### src/rtl/sdc_pkg.sv
package sdc_pkg;

  localparam int SDC_DATA_W = 24;
  localparam int SDC_SYN_W  = 5;
  localparam int SDC_CODE_W = SDC_DATA_W + SDC_SYN_W + 1;

  typedef enum logic [1:0] {
    ST_CLEAN = 2'd0,
    ST_FIXED = 2'd1,
    ST_FATAL = 2'd2
  } sdc_status_e;

  // Payload selection mask for parity bit k.
  function automatic logic [SDC_DATA_W-1:0] row_mask(input int k);
    case (k)
      0:       row_mask = 24'h03FF0F;
      1:       row_mask = 24'h1C78EE;
      2:       row_mask = 24'h64A6DD;
      3:       row_mask = 24'hA915BB;
      default: row_mask = 24'hD20B77;
    endcase
  endfunction

  // Syndrome produced by an inversion of payload bit i.
  function automatic logic [SDC_SYN_W-1:0] col_pattern(input int i);
    logic [SDC_SYN_W-1:0] c;
    for (int k = 0; k < SDC_SYN_W; k++) begin
      logic [SDC_DATA_W-1:0] m;
      m    = row_mask(k);
      c[k] = m[i];
    end
    return c;
  endfunction

endpackage

### src/rtl/sdc_parity_gen.sv
module sdc_parity_gen #(
  parameter int DATA_W = sdc_pkg::SDC_DATA_W,
  parameter int SYN_W  = sdc_pkg::SDC_SYN_W
) (
  input  logic [DATA_W-1:0] data,
  output logic [SYN_W:0]    chk
);
  logic [SYN_W-1:0] part;

  for (genvar k = 0; k < SYN_W; k++) begin : g_mask
    localparam logic [DATA_W-1:0] MASK = sdc_pkg::row_mask(k);
    assign part[k] = ^(data & MASK);
  end

  assign chk[SYN_W-1:0] = part;
  // Top bit evens out the parity of the whole row.
  assign chk[SYN_W]     = (^data) ^ (^part);
endmodule

### src/rtl/sdc_syndrome_fix.sv
module sdc_syndrome_fix #(
  parameter int DATA_W = sdc_pkg::SDC_DATA_W,
  parameter int SYN_W  = sdc_pkg::SDC_SYN_W,
  localparam int CODE_W = DATA_W + SYN_W + 1
) (
  input  logic [CODE_W-1:0]  code,
  output logic [DATA_W-1:0]  data_fix,
  output sdc_pkg::sdc_status_e status
);
  import sdc_pkg::*;

  logic [DATA_W-1:0] rx_data;
  logic [SYN_W:0]    rx_chk;
  logic [SYN_W:0]    recomp;
  logic [SYN_W-1:0]  syn;
  logic              par_err;
  logic [DATA_W-1:0] hit;
  logic              any_hit;
  logic              syn_one;

  assign rx_data = code[DATA_W-1:0];
  assign rx_chk  = code[CODE_W-1:DATA_W];

  sdc_parity_gen #(.DATA_W(DATA_W), .SYN_W(SYN_W)) u_regen (
    .data (rx_data),
    .chk  (recomp)
  );

  assign syn     = recomp[SYN_W-1:0] ^ rx_chk[SYN_W-1:0];
  // XOR of all received bits, rebuilt from the regenerated overall bit.
  assign par_err = recomp[SYN_W] ^ rx_chk[SYN_W] ^ (^syn);

  for (genvar i = 0; i < DATA_W; i++) begin : g_col
    localparam logic [SYN_W-1:0] COL = col_pattern(i);
    assign hit[i] = (syn == COL);
  end

  assign any_hit = |hit;
  assign syn_one = $onehot(syn);

  always_comb begin
    if (syn == '0 && !par_err) begin
      status = ST_CLEAN;
    end else if (par_err && (syn == '0 || syn_one || any_hit)) begin
      status = ST_FIXED;
    end else begin
      status = ST_FATAL;
    end
  end

  // Columns all have weight two or more, so hit is zero for check-bit errors.
  assign data_fix = rx_data ^ (par_err ? hit : '0);
endmodule

### src/rtl/sdc_pipe_reg.sv
module sdc_pipe_reg #(
  parameter int W = 8
) (
  input  logic         clk,
  input  logic         rst_n,
  input  logic         in_valid,
  output logic         in_ready,
  input  logic [W-1:0] in_data,
  output logic         out_valid,
  input  logic         out_ready,
  output logic [W-1:0] out_data
);
  assign in_ready = !out_valid || out_ready;

  always_ff @(posedge clk) begin
    if (!rst_n) begin
      out_valid <= 1'b0;
      out_data  <= '0;
    end else begin
      if (in_valid && in_ready) begin
        out_valid <= 1'b1;
        out_data  <= in_data;
      end else if (out_ready) begin
        out_valid <= 1'b0;
      end
    end
  end


  hold_on_stall_chk: assert property (@(posedge clk) disable iff (!rst_n)
    out_valid && !out_ready |=> out_valid && $stable(out_data));


  accept_shows_chk: assert property (@(posedge clk) disable iff (!rst_n)
    in_valid && in_ready |=> out_valid);
endmodule

### src/rtl/sdc_row_codec.sv
module sdc_row_codec #(
  parameter int DATA_W = sdc_pkg::SDC_DATA_W,
  parameter int SYN_W  = sdc_pkg::SDC_SYN_W,
  localparam int CODE_W = DATA_W + SYN_W + 1,
  localparam int RES_W  = DATA_W + 2
) (
  input  logic              clk,
  input  logic              rst_n,
  input  logic              enc_in_valid,
  output logic              enc_in_ready,
  input  logic [DATA_W-1:0] enc_in_data,
  output logic              enc_out_valid,
  input  logic              enc_out_ready,
  output logic [CODE_W-1:0] enc_out_code,
  input  logic              chk_in_valid,
  output logic              chk_in_ready,
  input  logic [CODE_W-1:0] chk_in_code,
  output logic              chk_out_valid,
  input  logic              chk_out_ready,
  output logic [DATA_W-1:0] chk_out_data,
  output logic [1:0]        chk_out_status
);
  import sdc_pkg::*;

  // Encoder channel
  logic [SYN_W:0] enc_chk;

  sdc_parity_gen #(.DATA_W(DATA_W), .SYN_W(SYN_W)) u_enc (
    .data (enc_in_data),
    .chk  (enc_chk)
  );

  sdc_pipe_reg #(.W(CODE_W)) u_enc_stage (
    .clk       (clk),
    .rst_n     (rst_n),
    .in_valid  (enc_in_valid),
    .in_ready  (enc_in_ready),
    .in_data   ({enc_chk, enc_in_data}),
    .out_valid (enc_out_valid),
    .out_ready (enc_out_ready),
    .out_data  (enc_out_code)
  );


  even_row_chk: assert property (@(posedge clk) disable iff (!rst_n)
    enc_out_valid |-> (^enc_out_code) == 1'b0);

  // Checker channel
  logic [DATA_W-1:0] dec_data;
  sdc_status_e       dec_status;
  logic [RES_W-1:0]  res_q;

  sdc_syndrome_fix #(.DATA_W(DATA_W), .SYN_W(SYN_W)) u_dec (
    .code     (chk_in_code),
    .data_fix (dec_data),
    .status   (dec_status)
  );

  sdc_pipe_reg #(.W(RES_W)) u_chk_stage (
    .clk       (clk),
    .rst_n     (rst_n),
    .in_valid  (chk_in_valid),
    .in_ready  (chk_in_ready),
    .in_data   ({dec_status, dec_data}),
    .out_valid (chk_out_valid),
    .out_ready (chk_out_ready),
    .out_data  (res_q)
  );

  assign chk_out_data   = res_q[DATA_W-1:0];
  assign chk_out_status = res_q[RES_W-1:DATA_W];


  fatal_passthru_chk: assert property (@(posedge clk) disable iff (!rst_n)
    chk_in_valid && dec_status == ST_FATAL |-> dec_data == chk_in_code[DATA_W-1:0]);


  one_flip_max_chk: assert property (@(posedge clk) disable iff (!rst_n)
    chk_in_valid |-> $countones(dec_data ^ chk_in_code[DATA_W-1:0]) <= 1);


  legal_status_chk: assert property (@(posedge clk) disable iff (!rst_n)
    chk_out_valid |-> chk_out_status != 2'b11);
endmodule

### config.mk
export PLATFORM = sky130hd
export DESIGN_NAME = sdc_row_codec
export DESIGN_NICKNAME = d
export VERILOG_FILES = /design/src/rtl/sdc_pkg.sv /design/src/rtl/sdc_parity_gen.sv /design/src/rtl/sdc_syndrome_fix.sv /design/src/rtl/sdc_pipe_reg.sv /design/src/rtl/sdc_row_codec.sv
export SDC_FILE = /design/constraint.sdc
export NUM_CORES = 1
export LEC_CHECK = 0
export BUFFER_PORTS_ARGS = -buffer_cell sky130_fd_sc_hd__buf_2
export CAP_MARGIN = 30
export CORE_AREA = 2 2 86 88
export DETAILED_ROUTE_END_ITERATION = 10
export DIE_AREA = 0 0 88 90
export PLACE_DENSITY = 0.83
export SKIP_CTS_REPAIR_TIMING = 1
export SLEW_MARGIN = 20
export SYNTH_ARGS = -nofsm -noshare
export SYNTH_HDL_FRONTEND = slang
export SYNTH_SLANG_ARGS = --single-unit
### constraint.sdc
create_clock -name clk -period 5.7 [get_ports clk]
set_input_delay 0.285 -clock clk [delete_from_list [all_inputs] [get_ports clk]]
set_output_delay 0.285 -clock clk [all_outputs]
set_load 0.01 [all_outputs]
==> out/qor.csv <==
stage,metric,value,unit
status,status,"finished, final reports clean",
synthesis,synth_cell_types,34,
critical_path,cp.arrival,4.39,ns
die,ios,120,
global_routing,grt_overflow_total,0,
synthesis,seq_area_frac_synth,0.3124,
die,start_util,0.5295,
synthesis,ys.warnings.count,0,
cts,tritoncts,built,
synthesis,syn_area,0.003717,mm^2
drt,postRouteWirelength,10.08,mm
synthesis,syn_inst,442,
synthesis,avgSynthCellArea,8.410,um^2
critical_path,cp_slowest_stage_delay,0.60,ns
cts,cts_buffers,9,
synthesis,yosys.area.top_type,dfxtp_1,
power,ir_drop,0.7393,mV
sta,worst_slew_pin_slew,0.6215,ns
die,die_w,88,um
cts,cts-root-buf,clkbuf_8,
place,routabilityCongestion,0.9902,
sta,hold_viol_final,0,
place,place_area,0.004354,mm^2
finish,syn_to_final_growth,25.24,%
synthesis,synth_common_cells,"nand2_1 (70), xnor2_1 (66), dfxtp_1 (58)",
finish,fillers,573,
sta,min_period,4.130,ns
critical_path,rrSetupSlack,4.27,ns
cts,cts_sinks,58,
critical_path,path_depth,13,
critical_path,crit_end,u_chk_stage.out_data[9],
drt,routedWlPerCell,15.33,um
cts,clk_pin_slew,0.07,ns
die,rows,31,
synthesis,ys_async_sr_fraction,0,
die,core-area,0.007020,mm^2
critical_path,worstReg2RegEnd,u_enc_stage.out_data[24],
synthesis,synth_most_common_cell,nand2_1,
sta,rsz0062_at_grt,no,
drt,drtPass1Iterations,5,
critical_path,r2r_start,u_enc_stage.out_valid,
drt,remaining_drc_errors,0,
global_routing,grt_pass1_vias,3363,
sta,maxSlewHeadroom,0.5768,
critical_path,cp_slowest_cell,mux2i_4,
finish,final_nets,625,
critical_path,crit_path_end_kind,flop,
place,place.port_buffers,119,
finish,final_cell_area,0.004656,mm^2
critical_path,worstPathMaxFanout,26,
critical_path,worstSetupStartpoint,chk_in_code[6],
critical_path,required,5.96,ns
critical_path,worstPathCellList,buf_2 -> xor3_2 -> xnor3_1 -> xnor2_1 -> ha_1 -> fa_1 -> xnor2_1 -> xnor3_1 -> xor2_1 -> xnor3_2 -> mux2i_4 -> o21ai_0 -> a31oi_1,
finish,drive_gt1_frac,0.2594,
finish,diodes,0,
cts,clk_latency,0.35,ns
sta,maxSlewViolCount,0,
drt,num_vias,3577,
drt,drt_iter0_drc,238,
place,place_inst,639,
sta,final.setup.tns,0,ns
power,p_leak,2.056,nW
sta,fin_crit_sh,0.7245,
synthesis,yosys.area.top_type_share,0.3124,
drt,viasPerCell,5.436,
place,hpwl,7.433,mm
flow_run,drv_cap,0,
synthesis,syn_nets,513,
sta,holdWs,0.1922,ns
global_routing,grt_pass1_wl,16.16,mm
die,die_y,90,um
finish,instances_no_fill,658,
global_routing,grt_usage,0.2576,
critical_path,crit_family,XOR/XNOR gates,
drt,antenna_left,0,
sta,max_freq,0.2421,GHz
die,die_area,0.007920,mm^2
sta,setup_viol,0,
power,power_per_cell_area,546.2,mW/mm^2
critical_path,cp-start-kind,input port,
critical_path,r2r_cells,5,
synthesis,synth-edff-count,0,
critical_path,critPathKind,in2reg,
cts,clock_path_buffers,2,
synthesis,ys_top_cells_by_area,"dfxtp_1 (31%), xnor2_1 (16%), nand2_1 (7.1%), o21ai_0 (6.6%), xnor3_1 (4.8%)",
synthesis,ys_seq_elements,58,
sta,clock_skew,0.01157,ns
critical_path,crit_buf_inv,1,
global_routing,grt_antenna_before_repair,0,
synthesis,ys.flop_type,dfxtp_1,
cts,cts_max_level,3,
hold_path,min_path_type,in2reg,
global_routing,grt_max_degree,46,
[report_power, final]
part | switching [W] | total (W) | internal [W]
clock | 0.000173 | 0.000468 | 0.000295
combinational | 0.000922 | 0.00160 | 0.000675
sequential | 0.0000230 | 0.000478 | 0.000455
[stage by stage]
step | worst slack (ns) | power, W | util
6_report | 1.570 | 0.002543 | 0.6632
5_1_grt | 1.294 | 0.002715 | 0.6632
4_1_cts | 1.281 | 0.002486 | 0.6555
3_5_place_dp | 0.9407 | 0.002013 | 0.6202
3_3_place_gp | 1.216 | 0.001959 | 0.6202
2_1_floorplan | 1.825 | 0.001690 | -
[layer usage]
layer	routed length (um)	share of wire	vias to the layer above	GRT usage
met5	0	0	-	0
met4	284	0.028	0	0.09744
met3	725	0.072	34	0.05693
met2	4832	0.48	154	0.4154
met1	4241	0.42	1655	0.3328
li1	-	-	1734	-
[logic make-up after synthesis]
family,after synthesis,synth area share
adder cells (fa/ha/maj),11,0.04106
flip-flops,58,0.3124
AO/OA/AOI/OAI,110,0.1629
XOR/XNOR,97,0.2747
AND/OR/NAND/NOR,126,0.1525
buffers and inverters,33,0.03635
multiplexers,7,0.02019
[state kept, by name (all words and copies together), names as in the netlist]
register,cells
u_enc_stage.out_data,30
u_chk_stage.out_valid,1
u_enc_stage.out_valid,1
u_chk_stage.out_data,26
[worst register-to-register path, stage by stage (launching register included)]
cell and delay, ns:
dfxtp_1 0.31, nand2b_1 0.12, and2_1 0.41, buf_8 0.23, nor2_1 0.06, a211oi_1 0.22
[cell usage in the layout (no fill, tap or decap), types with 10 or more instances in the layout]
cell type  netlist  routed
a21oi_1         30      30
a31oi_1         22      22
buf_2            3     119
clkbuf_8         0      13
dfxtp_1         58      58
inv_1           10      10
nand2_1         70      70
nor2_1          15      15
o21ai_0         49      49
or3_1           23      23
xnor2_1         66      66
xor2_1          19      19
[final cells by class]
type                       instances  area (um^2)  share of cell area
multi-input combinational        351         2430              0.5219
timing repair buffer             124        655.6              0.1408
sequential                        58         1161              0.2494
clock inverter                     3        68.82             0.01478
inverter                          10        37.54            0.008062
tap                               99        123.9             0.02661
clock buffer                      13        178.9             0.03843
[worst min path at each step]
stage | from | endpoint | slack (ns) | cells past startpoint
floorplan | chk_in_valid | u_chk_stage.out_valid | 0.41 | 2
global placement | u_enc_stage.out_data[28] | u_enc_stage.out_data[28] | 0.44 | 2
detailed placement | u_enc_stage.out_data[10] | u_enc_stage.out_data[10] | 0.44 | 2
CTS | enc_in_valid | u_enc_stage.out_valid | 0.18 | 3
global route | enc_in_valid | u_enc_stage.out_valid | 0.20 | 3
finish | chk_in_valid | u_chk_stage.out_valid | 0.19 | 3
No activity file was read; power rests on OpenSTA's default activity.
